<file path="config.mk">
export PLATFORM = sky130hd
export DESIGN_NAME = tmr_out_shaper
export DESIGN_NICKNAME = d
export VERILOG_FILES = /design/src/rtl/tos_pkg.sv /design/src/rtl/tos_pulse_gen.sv /design/src/rtl/tos_toggle.sv /design/src/rtl/tos_pin_drive.sv /design/src/rtl/tmr_out_shaper.sv
export SDC_FILE = /design/constraint.sdc
export NUM_CORES = 1
export LEC_CHECK = 0
export ABC_AREA = 0
export BUFFER_PORTS_ARGS = -buffer_cell sky130_fd_sc_hd__buf_2
export CORE_AREA = 2 2 39 41
export CTS_CLUSTER_DIAMETER = 150
export DETAILED_ROUTE_END_ITERATION = 10
export DIE_AREA = 0 0 41 43
export GPL_ROUTABILITY_DRIVEN = 0
export GPL_TIMING_DRIVEN = 0
export HOLD_SLACK_MARGIN = 0.02
export PLACE_DENSITY = 0.46
export SLEW_MARGIN = 20
export SYNTH_ARGS = -nofsm -noshare
export SYNTH_HDL_FRONTEND = slang
export SYNTH_SLANG_ARGS = --single-unit
</file>
<file path="constraint.sdc">
create_clock -name clk_i -period 3 [get_ports clk_i]
set_clock_uncertainty 0.1 [all_clocks]
set_input_delay 0.6 -clock clk_i [delete_from_list [all_inputs] [get_ports clk_i]]
set_output_delay 0.6 -clock clk_i [all_outputs]
set_load 0.01 [all_outputs]
</file>
<file path="src/rtl/tos_pkg.sv">
package tos_pkg;
    localparam int unsigned PW_BITS = 2;

    typedef struct packed {
        logic               active;
        logic [PW_BITS-1:0] left;
    } pulse_st_t;

    typedef struct packed {
        logic level;
    } tog_st_t;

    typedef struct packed {
        logic mode;
    } top_st_t;
endpackage

</file>
<file path="src/rtl/tos_pulse_gen.sv">
module tos_pulse_gen
    import tos_pkg::*;
(
    input  logic               clk_i,
    input  logic               rst_ni,
    input  logic               clear_i,
    input  logic               tick_i,
    input  logic               match_i,
    input  logic [PW_BITS-1:0] pw_i,
    output logic               active_o
);
    pulse_st_t st_d, st_q;

    always_comb begin
        st_d = st_q;
        if (clear_i) begin
            st_d.active = 1'b0;
            st_d.left   = '0;
        end else if (tick_i && match_i) begin
            st_d.active = 1'b1;
            st_d.left   = pw_i;
        end else if (tick_i && st_q.active) begin
            if (st_q.left == '0) begin
                st_d.active = 1'b0;
            end else begin
                st_d.left = st_q.left - 1'b1;
            end
        end
    end

    always_ff @(posedge clk_i or negedge rst_ni) begin
        if (!rst_ni) st_q <= '0;
        else         st_q <= st_d;
    end

    assign active_o = st_q.active;

    // a qualified match always leaves the pulse active
    a_r4_match_starts: assert property (@(posedge clk_i) disable iff (!rst_ni)
        (tick_i && match_i && !clear_i) |=> active_o);
    // no tick means no change
    a_r3_hold_no_tick: assert property (@(posedge clk_i) disable iff (!rst_ni)
        (!tick_i && !clear_i) |=> $stable(active_o));
    // never rises without a match
    a_r8_no_spurious: assert property (@(posedge clk_i) disable iff (!rst_ni)
        (!(tick_i && match_i)) |=> !$rose(active_o));
endmodule

</file>
<file path="src/rtl/tos_toggle.sv">
module tos_toggle
    import tos_pkg::*;
(
    input  logic clk_i,
    input  logic rst_ni,
    input  logic clear_i,
    input  logic tick_i,
    input  logic match_i,
    output logic level_o
);
    tog_st_t st_d, st_q;

    always_comb begin
        st_d = st_q;
        if (clear_i)                 st_d.level = 1'b0;
        else if (tick_i && match_i)  st_d.level = ~st_q.level;
    end

    always_ff @(posedge clk_i or negedge rst_ni) begin
        if (!rst_ni) st_q <= '0;
        else         st_q <= st_d;
    end

    assign level_o = st_q.level;

    // each qualified match inverts the level
    a_r5_toggle: assert property (@(posedge clk_i) disable iff (!rst_ni)
        (tick_i && match_i && !clear_i) |=> (level_o != $past(level_o)));
    // otherwise the level holds
    a_r5_hold: assert property (@(posedge clk_i) disable iff (!rst_ni)
        (!(tick_i && match_i) && !clear_i) |=> $stable(level_o));
endmodule

</file>
<file path="src/rtl/tos_pin_drive.sv">
module tos_pin_drive #(
    parameter bit PIN_REG = 1'b0
) (
    input  logic clk_i,
    input  logic rst_ni,
    input  logic state_i,
    input  logic inv_i,
    output logic pin_o
);
    generate
        if (PIN_REG) begin : g_reg
            logic pin_d, pin_q;
            always_comb pin_d = state_i ^ inv_i;
            always_ff @(posedge clk_i or negedge rst_ni) begin
                if (!rst_ni) pin_q <= 1'b0;
                else         pin_q <= pin_d;
            end
            assign pin_o = pin_q;
        end else begin : g_comb
            logic unused_clk;
            assign unused_clk = clk_i ^ rst_ni;
            assign pin_o = state_i ^ inv_i;
        end
    endgenerate
endmodule

</file>
<file path="src/rtl/tmr_out_shaper.sv">
module tmr_out_shaper
    import tos_pkg::*;
#(
    parameter bit PIN_REG = 1'b0
) (
    input  logic               clk_i,
    input  logic               rst_ni,
    input  logic               tick_i,
    input  logic               match_i,
    input  logic               mode_i,
    input  logic [PW_BITS-1:0] pw_i,
    input  logic               inv_i,
    output logic               stat_o,
    output logic               pin_o
);
    top_st_t st_d, st_q;
    logic mode_chg, pulse_clr, tog_clr, pulse_lvl, tog_lvl;

    always_comb begin
        st_d      = st_q;
        st_d.mode = mode_i;
    end

    always_ff @(posedge clk_i or negedge rst_ni) begin
        if (!rst_ni) st_q <= '0;
        else         st_q <= st_d;
    end

    assign mode_chg  = (mode_i != st_q.mode);
    assign pulse_clr = mode_chg | mode_i;
    assign tog_clr   = mode_chg | ~mode_i;

    tos_pulse_gen i_pulse (
        .clk_i    (clk_i),
        .rst_ni   (rst_ni),
        .clear_i  (pulse_clr),
        .tick_i   (tick_i),
        .match_i  (match_i),
        .pw_i     (pw_i),
        .active_o (pulse_lvl)
    );

    tos_toggle i_tog (
        .clk_i   (clk_i),
        .rst_ni  (rst_ni),
        .clear_i (tog_clr),
        .tick_i  (tick_i),
        .match_i (match_i),
        .level_o (tog_lvl)
    );

    assign stat_o = mode_i ? tog_lvl : pulse_lvl;

    tos_pin_drive #(.PIN_REG(PIN_REG)) i_pin (
        .clk_i   (clk_i),
        .rst_ni  (rst_ni),
        .state_i (stat_o),
        .inv_i   (inv_i),
        .pin_o   (pin_o)
    );

    // a mode change clears the state
    a_r7_mode_clear: assert property (@(posedge clk_i) disable iff (!rst_ni)
        mode_chg |-> !stat_o);
    a_r7_clear_after: assert property (@(posedge clk_i) disable iff (!rst_ni)
        mode_chg |=> (!pulse_lvl && !tog_lvl));
    // the idle generator stays cleared
    a_r6_one_source: assert property (@(posedge clk_i) disable iff (!rst_ni)
        !(pulse_lvl && tog_lvl));
endmodule

</file>
Word level (Yosys, flattened, before mapping)
Index checks and enable logic that the tools add are counted.
- register bits: 5
- input port bits: 8
- logic and storage cells: 28
- $add $sub $neg: 1
- eq/ne operators: 2
- mux-type cells: 8
- bitwise logic cells: 5
- reductions and logical operators: 8
- operators by type and width (operator ; number):
    $mux W3 ; 3
    $reduce_bool A3 Y1 ; 2
    $mux W1 ; 4
    $reduce_and A2 Y1 ; 2
    $ne A3 B1 Y1 const B ; 1
    $logic_and A1 B1 Y1 ; 2
    $logic_not A2 Y1 ; 1
    $mux W2 ; 1
    $not A1 Y1 ; 2
    $or A1 B1 Y1 ; 2
    $reduce_bool A2 Y1 ; 1
    $sub A2 B1 Y2 const B ; 1
    $ne A1 B1 Y1 ; 1
    $xor A1 B1 Y1 ; 1

Depth between registers and ports, before layout
- word-level depth: 5
- mapped depth: 5
- depth with buffers taken out: 5

By module
A second synthesis with hierarchy kept.
- cells, all modules: 30
- area total of the unflattened synthesis: 301.5 µm²
- by module, submodules not included (module ; instances ; cells each ; area each (µm²) ; sequential area each (µm²)):
    tos_pulse_gen ; 1 ; 21 ; 191.4 ; 75.1
    tos_toggle ; 1 ; 4 ; 51.3 ; 25.0
    tmr_out_shaper ; 1 ; 4 ; 50.0 ; 25.0
    tos_pin_drive ; 1 ; 1 ; 8.8 ; 0.0

Worst setup path after synthesis
OpenSTA, ideal clock, no wires.
- kind: input -> output
- start: input port mode_i
- end: output port pin_o
- arrival: 1134 ps
- data required time: 2300 ps
- slack: 1166 ps
- stages on the path: 2
- buffers on the path: 0
- cell sequence: mux2_4 xor2_1
- word-level cells in the longest chain between the ends: 2
- ends and longest elaborated chain (item ; line ; RTL):
    start: declaration ; tmr_out_shaper.sv:10 ; input logic mode_i,
    $mux W1 ; tmr_out_shaper.sv:52 ; assign stat_o = mode_i ? tog_lvl : pulse_lvl;
    $xor A1 B1 Y1 ; tos_pin_drive.sv:22 ; assign pin_o = state_i ^ inv_i;
    end: declaration ; tmr_out_shaper.sv:14 ; output logic pin_o
No other way between the ends.

Final worst setup path
Same ends and word-level chain as after synthesis.

==> flow_summary_export.csv <==
group,metric,value,unit
run_status,status,"finished, final reports clean",
drt,route.final.wire_length,473,µm
power_and_ir_drop,cellPowerDensity,447,nW/µm²
timing,min_period,2.03,ns
yosys,syn_inst,29,
clock_network,cts_tree,"built",
drt,drc,0,
yosys,yosysUniqueCellTypes,19,
layout,final_common_cell,"buf_2",
floorplanning,die_w,41,µm
worst_setup_path,cp_data_required_time,2.30,ns
yosys,synth_area_leader_cell,"dfrtp_1",
timing,rsz0062_at_grt,"no",
layout,fillers,150,
floorplanning,core.rowCount,14,
layout,insertedDiodeCount,0,
layout,mostFrequentLayoutCells,"buf_2, dfrtp_1, nand2_1, inv_1, clkbuf_4",
layout,seq_area,125,µm²
clock_network,clkTransAtPathRegs,0.04,ns
yosys,synth_top_area_share,42.9,%
layout,finalNetCount,52,
drt,first_pass_iters,3,
place,io_buffers,9,
drt,final_antenna_net_count,0,
yosys,avgSynthCellArea,10.1,µm²
floorplanning,ios,10,
worst_setup_path,cp.arrival,1.33,ns
floorplanning,start_util,21.1,%
clock_network,ctsRootBufferMaster,"clkbuf_4",
min_path,min-delay-path-class,"in -> async",
timing,clock.fmax,493,MHz
timing,setup_viol,0,
place,dp_hpwl,385,µm
power_and_ir_drop,power_leakage,0.190,nW
yosys,yosysSeqAreaShare,42.9,%
clock_network,holdBufCountCts,0,
grt,antenna_found_initial,0,
clock_network,cts_buffer_depth,2,
clock_network,cts_buffers,3,
clock_network,ctsResizeCount,0,
grt,grt_max_degree,8,
clock_network,clkSinkCount,5,
worst_setup_path,cp-start-kind,"input port",
grt,grtUsageTotal,6.89,%
drt,drt_iter0_markers,1,
power_and_ir_drop,irDropWorstVdd,0.147,mV
worst_setup_path,crit_path_max_fanout,6,
timing,final_max_slew_viol_count,0,
clock_network,cts_setup_buffers,0,
yosys,syn_area,292,µm²
floorplanning,dieArea,1760,µm²
layout,syn_to_final_growth,31.3,%
yosys,ys_ff_latch,5,
yosys,synth_area_leaders,"dfrtp_1, a2111oi_2, mux2_4, nand2_1, ha_1",
worst_setup_path,path_class,"in -> out",
run,drv_cap,0,
clock_network,cts_max_level,1,
timing,period_share,67.6,%
floorplanning,core,1380,µm²
drt,wire_per_inst,8.16,µm
timing,tightest_slew,0.256,ns
clock_network,clk_latency,0.24,ns
timing,final.setup.tns,0,ns
power_and_ir_drop,total_power,171,µW
floorplanning,fp.dieH,43,µm
grt,grt_overflow,0,
grt,first_global_vias,218,
worst_setup_path,crit_path_end_kind,"output port",
drt,via_per_inst,3.86,
layout,drive_gt1_share,35.7,%
yosys,syn_nets,38,
yosys,yosys_warnings,0,
drt,num_vias,224,
layout,multi_input_area,155,µm²
grt,grt_pass1_wl,779,µm
layout,post-route-util,27.7,%
timing,hold_violations,0,
worst_setup_path,reg2reg_depth,5,
timing,maxSlewHeadroom,82.9,%
==> per-stage QoR <==
| step | instance area, µm² | cells | hold WS (ns) | worst slack (ns) |
|---|---|---|---|---|
| after floorplan | 292 | 29 | 0.204 | 1.17 |
| after global placement | 357 | 54 | 0.319 | 0.956 |
| after detailed placement | 357 | 54 | 0.319 | 0.966 |
| after CTS | 383 | 58 | 0.0597 | 0.964 |
| after global routing | 383 | 58 | 0.0671 | 0.920 |
| final | 383 | 58 | 0.0654 | 0.971 |
==> layer usage <==
layer / wire length [µm] / track usage, % / up-vias
li1: - / - / 126
met2: 198 / 7.81 / 6
met1: 236 / 9.27 / 92
met3: 38 / 1.57 / 0
met4: 0 / 8.00 / 0
met5: 0 / 0 / -
==> path summary, 6_finish.rpt <==
path | start | endpoint | slack, ns
worst max register to register | i_pulse.st_q[0]$_DFFE_PN0P_ | i_pulse.st_q[0]$_DFFE_PN0P_ | 1.64
worst min-delay path | rst_ni | st_q$_DFF_PN0_ | 0.07
worst min register to register | st_q$_DFF_PN0_ | i_pulse.active_o$_DFFE_PN0P_ | 0.40
worst max-delay path | mode_i | pin_o | 0.97
min in group clk_i | st_q$_DFF_PN0_ | i_pulse.active_o$_DFFE_PN0P_ | 0.40
max in group asynchronous | rst_ni | i_tog.level_o$_DFFE_PN0P_ | 2.61
==> sequential cells by signal, summed over array words and instances, names as in the netlist <==
| signal | count |
|---|---|
| i_pulse.active_o | 1 |
| i_pulse.st_q | 2 |
| i_tog.level_o | 1 |
| st_q | 1 |
==> cells in the mapped netlist (all sizes together) <==
library cell / instances
dfrtp: 5
nand2: 4
inv: 3
nor2: 2
a2111oi: 1
a21boi: 1
a32o: 1
and2: 1
and3: 1
ha: 1
mux2: 1
mux2i: 1
nor2b: 1
nor3: 1
o211ai: 1
o21a: 1
o21ai: 1
xnor2: 1
xor2: 1
==> critical path: stages <==
cell	delay, ns
buf_2	0.14
mux2_4	0.32
xor2_1	0.13
buf_2	0.13
==> final cells by class <==
| class | instances | share of cell area [%] |
|---|---|---|
| sequential | 5 | 32.7 |
| inverter | 3 | 2.94 |
| timing repair buffer | 9 | 11.8 |
| multi-input combinational | 21 | 40.5 |
| clock buffer | 4 | 6.86 |
| tap | 16 | 5.23 |
==> report_power, final <==
part	switching, mW	leakage, nW	internal, mW
Sequential	0.00194	0.0666	0.0702
Clock	0.0252	0.0150	0.0501
Combinational	0.0119	0.109	0.0119
==> logic make-up after synthesis <==
group	share of synthesized area [%]
AND/OR/NAND/NOR	15.9
buffers and inverters	3.86
flip-flops	42.9
adder cells (fa/ha/maj)	4.29
AO/OA/AOI/OAI	18.5
XOR/XNOR	6.01
multiplexers	8.58
No activity file was read; power rests on OpenSTA's default activity.
